==> config.mk <==
export PLATFORM = sky130hd
export DESIGN_NAME = line_los_det
export DESIGN_NICKNAME = d
export VERILOG_FILES = /design/src/rtl/line_los_det.sv
export SDC_FILE = /design/constraint.sdc
export NUM_CORES = 1
export LEC_CHECK = 0
export BUFFER_PORTS_ARGS = -buffer_cell sky130_fd_sc_hd__buf_2
export CORE_MARGIN = 4
export CORE_UTILIZATION = 52
export DETAILED_ROUTE_END_ITERATION = 6
export PLACE_DENSITY = 0.69
export SLEW_MARGIN = 20
export SYNTH_ARGS = -nofsm -noshare
export SYNTH_HDL_FRONTEND = slang
export SYNTH_SLANG_ARGS = --single-unit
==> constraint.sdc <==
create_clock -name clk -period 9.8 [get_ports clk]
set_input_delay 1.47 -clock clk [delete_from_list [all_inputs] [get_ports clk]]
set_output_delay 1.47 -clock clk [all_outputs]
set_load 0.02 [all_outputs]
==> src/rtl/line_los_det.sv <==
module line_los_det #(
  parameter int T1_DECL_STD = 175,
  parameter int T1_DECL_ALT = 1544,
  parameter int E1_DECL_STD = 32,
  parameter int E1_DECL_ALT = 2048,
  parameter int T1_WIN      = 175,
  parameter int E1_WIN      = 32,
  parameter int T1_ZLIM     = 100,
  parameter int E1_ZLIM     = 16,
  parameter int CW          = 12
) (
  input  logic clk,
  input  logic rst_n,
  input  logic bit_stb,
  input  logic mark,
  input  logic amp_hi,
  input  logic mode_e1,
  input  logic crit_sel,
  input  logic edge_any,
  input  logic irq_mask,
  input  logic ists_clr,
  output logic los,
  output logic ists,
  output logic irq
);
  localparam logic [CW-1:0] T1_DMIN = CW'((T1_WIN + 7) / 8);
  localparam logic [CW-1:0] E1_DMIN = CW'((E1_WIN + 7) / 8);

  logic [CW-1:0] zrun, wlen, wmarks;
  logic          win_on;

  wire [CW-1:0] n_decl = mode_e1 ? (crit_sel ? CW'(E1_DECL_ALT) : CW'(E1_DECL_STD))
                                 : (crit_sel ? CW'(T1_DECL_ALT) : CW'(T1_DECL_STD));
  wire [CW-1:0] m_win  = mode_e1 ? CW'(E1_WIN)  : CW'(T1_WIN);
  wire [CW-1:0] d_min  = mode_e1 ? E1_DMIN      : T1_DMIN;
  wire [CW-1:0] z_lim  = mode_e1 ? CW'(E1_ZLIM) : CW'(T1_ZLIM);

  wire [CW-1:0] zrun_nx   = mark ? '0 : ((&zrun) ? zrun : zrun + 1'b1);
  wire [CW-1:0] wlen_nx   = wlen + 1'b1;
  wire [CW-1:0] wmarks_nx = wmarks + {{(CW-1){1'b0}}, mark};

  wire z_viol  = !mark && (zrun_nx >= z_lim);
  wire w_break = win_on && (!amp_hi || z_viol);
  wire w_start = !win_on && mark && amp_hi;
  wire w_end   = win_on && !w_break && (wlen_nx >= m_win);
  wire decl    = !los && !mark && (zrun_nx >= n_decl);
  wire clr_ok  = los && w_end && (wmarks_nx >= d_min);

  wire los_nx  = !bit_stb ? los : (decl ? 1'b1 : (clr_ok ? 1'b0 : los));
  wire ev      = edge_any ? (los_nx != los) : (los_nx && !los);

  always_ff @(posedge clk or negedge rst_n) begin
    if (!rst_n) begin
      zrun   <= '0;
      wlen   <= '0;
      wmarks <= '0;
      win_on <= 1'b0;
      los    <= 1'b0;
    end else if (bit_stb) begin
      zrun <= zrun_nx;
      los  <= los_nx;
      if (!los || w_break || w_end) begin
        win_on <= 1'b0;
        wlen   <= '0;
        wmarks <= '0;
      end else if (w_start) begin
        win_on <= 1'b1;
        wlen   <= {{(CW-1){1'b0}}, 1'b1};
        wmarks <= {{(CW-1){1'b0}}, 1'b1};
      end else if (win_on) begin
        wlen   <= wlen_nx;
        wmarks <= wmarks_nx;
      end
    end
  end

  always_ff @(posedge clk or negedge rst_n) begin
    if (!rst_n)        ists <= 1'b0;
    else if (ev)       ists <= 1'b1;
    else if (ists_clr) ists <= 1'b0;
  end

  assign irq = ists & ~irq_mask;
endmodule


======== After elaboration in Yosys (flattened, before gate mapping) ========
Cells that the tools add are included.
word-level totals
  logic and storage cells ................. 63
  register bits ........................... 39
  output and inout port bits .............. 3
cells by class
  eq/ne operators ......................... 1
  mux-type cells .......................... 22
  add/subtract/negate cells ............... 3
  bitwise gates (word level) .............. 2
  reduce and logical (&&, ||, !) cells .... 25
  order comparisons ....................... 4
operator list
  cell                   number
  $mux 12                10
  $add 12x1->12 const B  2
  $add 12x1->12          1
  $ge 12x12->1           1
  $ge 12x5->1            1
  $ge 12x7->1            1
  $ge 12x8->1            1
  $reduce_and 12->1      1
  $logic_and 1x1->1      11
  $mux 11                1
  $mux 1                 8
  $mux 8                 1
  $mux 7                 1
  $logic_not 1->1        5
  $mux 5                 1
  $reduce_and 2->1       2
  $reduce_bool 2->1      2
  $logic_or 1x1->1       3
  $reduce_bool 3->1      1
  $and 1x1->1            1
  $ne 1x1->1             1
  $not 1->1              1

======== Logic depth before layout (Yosys ltp) ========
  depth in word-level cells ............... 18
  mapped depth ............................ 20

======== Worst setup path after synthesis ========
No wires, ideal clock.
  path kind ............................... input to register
  from .................................... in mark
  to ...................................... reg ists
  slack ................................... 5.755 ns
  stages .................................. 16
  arrival time ............................ 3.916 ns
  path buffers ............................ 3
  required time ........................... 9.671 ns
  path through ............................ clkbuf_1 -> clkbuf_1 -> nor2_1 -> ha_1 -> a21oi_1 -> o211ai_1 -> a221oi_1 -> a21o_1 -> o21ai_4 -> buf_6 -> a31oi_1 -> a21oi_1 -> ha_1 -> nand2_1 -> o21ai_0 -> o21ai_0
on the way
  longest elaborated chain between the ends .. 16
  elaborated cells on any way between the ends .. 24
  classes of those cells .................. add/sub (1); order compare (3); eq/ne (1); mux (6); reduce/logical (13)
RTL lines
  item                                                    RTL line  RTL
  from (decl)                                             15        input logic mark,
  $mux 12 (*)                                             38        wire [CW-1:0] zrun_nx = mark ? '0 : ((&zrun) ? zrun : zrun + 1'b1);
  net zrun_nx[5]                                          38
  $ge 12x7->1                                             42        wire z_viol = !mark && (zrun_nx >= z_lim);
  $logic_and 1x1->1                                       42
  $logic_or 1x1->1                                        43        wire w_break = win_on && (!amp_hi || z_viol);
  $logic_and 1x1->1                                       43
  $logic_not 1->1                                         45        wire w_end = win_on && !w_break && (wlen_nx >= m_win);
  $logic_and 1x1->1 (2 in a row)                          45
  $logic_and 1x1->1 (2 in a row)                          47        wire clr_ok = los && w_end && (wmarks_nx >= d_min);
  $mux 1                                                  49        wire los_nx = !bit_stb ? los : (decl ? 1'b1 : (clr_ok ? 1'b0 : los));
  $mux 1 (*) (2 in a row)                                 49
  net los_nx                                              49
  $ne 1x1->1 / $logic_and 1x1->1 (equally long branches)  50        wire ev = edge_any ? (los_nx != los) : (los_nx && !los);
  $mux 1 (*)                                              50
  $mux 1 / $reduce_bool 2->1 (equally long branches)      --
  to (signal assigned)                                    78        if (!rst_n) ists <= 1'b0;
  to (signal assigned)                                    79        else if (ev) ists <= 1'b1;
  to (signal assigned)                                    80        else if (ists_clr) ists <= 1'b0;
  to (decl)                                               23        output logic ists,
Mark *: on every way through the listed nets, which the timed path passes. The rest lies on a longest branch.
A chain may end at the register's enable or synchronous reset.

======== Worst setup path after layout ========
  from .................................... in mark
  to ...................................... reg ists
on the way
  longest elaborated chain between the ends .. 16
  elaborated cells on any way between the ends .. 24
  classes of those cells .................. add/sub (1); order compare (3); eq/ne (1); mux (6); reduce/logical (13)
RTL lines
  item                                                                    RTL line
  parallel branches: the longest is 11 deep, another holds $add 12x1->12  --
  $mux 1 (*) (2 in a row)                                                 49
  net los_nx                                                              49
  $ne 1x1->1 / $logic_and 1x1->1 (equally long branches)                  50
  $mux 1 (*)                                                              50
  $mux 1 / $reduce_bool 2->1 (equally long branches)                      --
Mark *: on every way through the listed nets, which the timed path passes.

==> results.json <==
{
  "status": "complete, no violations",
  "period_needed_ns": 4.17,
  "drt-total-wl_mm": 6.70,
  "fin_skew_ns": 0.00994,
  "cts_setup_buffers": 0,
  "switching_share_pct": 27.0,
  "postPlaceCellArea_um2": 3200,
  "fin_nets": 384,
  "path_depth": 16,
  "antenna_cells": 0,
  "cp_data_arrival_time_ns": 4.39,
  "finalPower_uw": 350,
  "core-area_um2": 5680,
  "pwr-share-comb_pct": 12.8,
  "insertion_delay_ns": 0.30,
  "power_frac_clock_pct": 39.6,
  "busiest_layer": "met2",
  "place_congestion": 0.904,
  "grtUsageTotal_pct": 19.3,
  "cts.sinks": 39,
  "syn_avg_cell_area_um2": 9.04,
  "clock_path_buffers": 2,
  "netlist.area_leader.share_pct": 31.2,
  "syn_area_um2": 3130,
  "setup_slack_ns": 5.63,
  "drc": 0,
  "start_util_pct": 55.1,
  "final_antenna_net_count": 0,
  "setup.worst_path.class": "primary input to flip-flop",
  "path_cells": "buf_2 > ha_1 > ha_1 > inv_1 > ha_1 > inv_1 > o21ai_0 > a211oi_1 > a21oi_1 > a2111oi_0 > a31oi_1 > a21oi_1 > ha_1 > nand2_1 > o21ai_0 > o21ai_0",
  "rows": 27,
  "multi_input_area_um2": 2010,
  "critical_path.max_fanout": 18,
  "synthArstFlopShare_pct": 100,
  "overflow": 0,
  "instances_no_fill": 422,
  "grt_antenna_before_repair": 0,
  "syn-num-nets": 381,
  "clk_pin_slew_ns": 0.09,
  "grt.met1_usage_pct": 26.7,
  "cap_violations": 0,
  "nFillCells": 523,
  "hold_buffers": 0,
  "hold_class": "flip-flop to flip-flop",
  "slew_headroom_pct": 40.2,
  "drive_above_1_share_pct": 16.6,
  "leakagePower_uw": 0.00151,
  "clock-root-buffer": "clkbuf_8",
  "wl_per_cell_um": 15.9,
  "irDropWorstVdd_v": 0.0000544,
  "dr.pass1.iters": 4,
  "crit_family": "compound AO/OA/AOI/OAI gates",
  "seq_area_um2": 976,
  "ctsResizeCount": 0,
  "r2r_cells": 18,
  "tns_ns": 0,
  "hold_violations": 0,
  "rsz0062_at_grt": "no",
  "synth_top_cell_by_area": "dfrtp_1",
  "finalCritPeriodShare_pct": 42.5,
  "cts_inserted_buffers": 5,
  "setup_viol": 0,
  "place_ws_ns": 5.35,
  "seq_area_frac_synth_pct": 31.2,
  "port_buffers": 12,
  "cts_tree": "yes",
  "pin_count": 13,
  "drtIter0Drc": 215,
  "post-place-cells": 414,
  "dieArea_um2": 7320,
  "grt_pass1_vias": 2558,
  "met2_usage_pct": 32.0,
  "worstSetupEndpointType": "flip-flop",
  "worst_pin_slew_ns": 0.896,
  "dp_hpwl_mm": 4.78,
  "ys_ff_latch": 39,
  "die_h_um": 85.5,
  "required_ns": 10.02,
  "synthCells": 346,
  "synth_warnings": 0,
  "hold_depth": 1,
  "yosysUniqueCellTypes": 57,
  "internal_power_uw": 256,
  "slew_violations": 0,
  "seq_power_share_pct": 47.6,
  "vias_per_cell": 6.16,
  "fin_area_um2": 3320,
  "vias": 2601,
  "worstSetupStartpointType": "primary input",
  "synth_ff_type": "dfrtp_1",
  "crit_top_cell": "ha_1",
  "fmax_mhz": 240,
  "layout-area-overhead-vs-synth_pct": 6.04,
  "cpMaxStageDelayCell": "a2111oi_0",
  "grt_util_met3_pct": 3.65,
  "powerDensity_nw_per_um2": 106,
  "synth-edff-count": 0,
  "cts_htree_levels": 2,
  "crit_buf_inv": 3,
  "p_sw_uw": 94.4,
  "yosys-top-cells-area": "dfrtp_1, ha_1, a2111oi_2",
  "fp.dieW_um": 85.5,
  "cpPeakStageDelay_ns": 0.50,
  "grt_max_degree": 40,
  "grt_pass1_wl_mm": 11.7
}
per-stage QoR:
stage,utilization [%],hold WS [ns]
2_1_floorplan,-,0.491
3_3_place_gp,56.4,0.523
3_5_place_dp,56.4,0.532
4_1_cts,58.4,0.553
5_1_grt,58.4,0.582
6_report,58.4,0.551
worst reg2reg max path: cells and delay by family (launching register included):
kind                       cells  cell delay, ns
xor gates and xnor gates       1            0.16
AOI/OAI and AO/OA             10            1.76
adders and majority gates      3            0.81
and+or+nand+nor                4            0.68
DFF                            1            0.42
routing by layer:
metal,wire [um],up-vias
li1,-,1284
met1,3260,1267
met2,3160,45
met3,250,5
met4,38,0
met5,0,-
synthesized netlist by cell type, types with 2 or more instances:
| cell type | n |
|---|---|
| a22o_1 | 3 |
| a21o_1 | 16 |
| a21oi_1 | 12 |
| dfrtp_1 | 39 |
| a211oi_1 | 3 |
| a2111oi_0 | 4 |
| a41oi_1 | 2 |
| nor2b_1 | 3 |
| and4_1 | 3 |
| o211ai_1 | 3 |
| a31o_2 | 2 |
| a2111oi_2 | 10 |
| buf_2 | 2 |
| xnor2_1 | 8 |
| or2_2 | 7 |
| mux2i_1 | 4 |
| and3_1 | 5 |
| a31oi_1 | 4 |
| mux2_2 | 7 |
| o21ai_1 | 3 |
| nor2_1 | 17 |
| inv_1 | 15 |
| o221ai_1 | 2 |
| nand2_1 | 37 |
| nand4_1 | 5 |
| ha_1 | 25 |
| or3_1 | 9 |
| a221oi_1 | 2 |
| nand3_1 | 14 |
| xor2_1 | 5 |
| and2_1 | 8 |
| nor3_1 | 5 |
| o21ai_0 | 12 |
| clkbuf_1 | 11 |
| o31ai_1 | 2 |
| nand2b_1 | 13 |
| o31ai_2 | 2 |
| buf_4 | 3 |
power by group through the flow:
stage | combinational (uW) | sequential, uW | clock [uW]
floorplan | 30.2 | 170 | 0
global placement | 43.6 | 169 | 0
detailed placement | 45.4 | 170 | 0
CTS | 45.6 | 166 | 142
global route | 51.3 | 167 | 150
finish | 44.9 | 166 | 139
area by class of cell:
type | instances | share of cell area, %
multi-input combinational | 274 | 60.5
sequential | 39 | 29.4
tap | 72 | 2.72
timing repair buffer | 14 | 2.26
clock buffer | 5 | 2.08
inverter | 15 | 1.70
clock inverter | 3 | 1.32
final timing paths:
kind | startpoint | endpoint | slack (ns)
min reg2reg | wlen[8] | wlen[8] | 0.55
max reg2reg | zrun[0] | ists | 5.84
min | wlen[8] | wlen[8] | 0.55
max in group asynchronous | rst_n | wmarks[4] | 7.94
max | mark | ists | 5.63
min in group asynchronous | rst_n | wmarks[6] | 1.30
kinds of logic after synthesis:
logic type	synth area share (%)
AOI/OAI and AO/OA	23.0
xor gates and xnor gates	3.64
adders and majority gates	10.0
buffers and inverters	4.64
DFF	31.2
muxes	4.24
and+or+nand+nor	23.2
sequential cells by signal (all words and copies together) (netlist names):
| register | count |
|---|---|
| wlen | 12 |
| win_on | 1 |
| los | 1 |
| ists | 1 |
| wmarks | 12 |
| zrun | 12 |
layout by cell type (no fill, tap or decap), types with 2 or more instances in the layout:
cell type  Yosys  routed
buf_2          2      12
inv_1         15      15
and2_1         8       8
o21ai_0       12      12
a22o_1         3       3
buf_4          3       2
a31o_2         2       2
a41oi_1        2       2
dfrtp_1       39      39
a31oi_1        4       4
nand4_1        5       5
a2111oi_0      4       4
xor2_1         5       5
o221ai_1       2       2
a21o_1        16      16
nor2_1        17      17
or3_1          9       9
a21oi_1       12      12
o21ai_1        3       3
a221oi_1       2       2
a211oi_1       3       3
o31ai_2        2       2
o31ai_1        2       2
xnor2_1        8       8
or2_2          7       7
nor2b_1        3       3
nand3_1       14      14
ha_1          25      25
nand2b_1      13      13
mux2_2         7       7
o211ai_1       3       3
nor3_1         5       5
mux2i_1        4       4
clkbuf_8       0       5
and4_1         3       3
a2111oi_2     10      10
nand2_1       37      37
and3_1         5       5
Power figures use the tool's default switching activity.
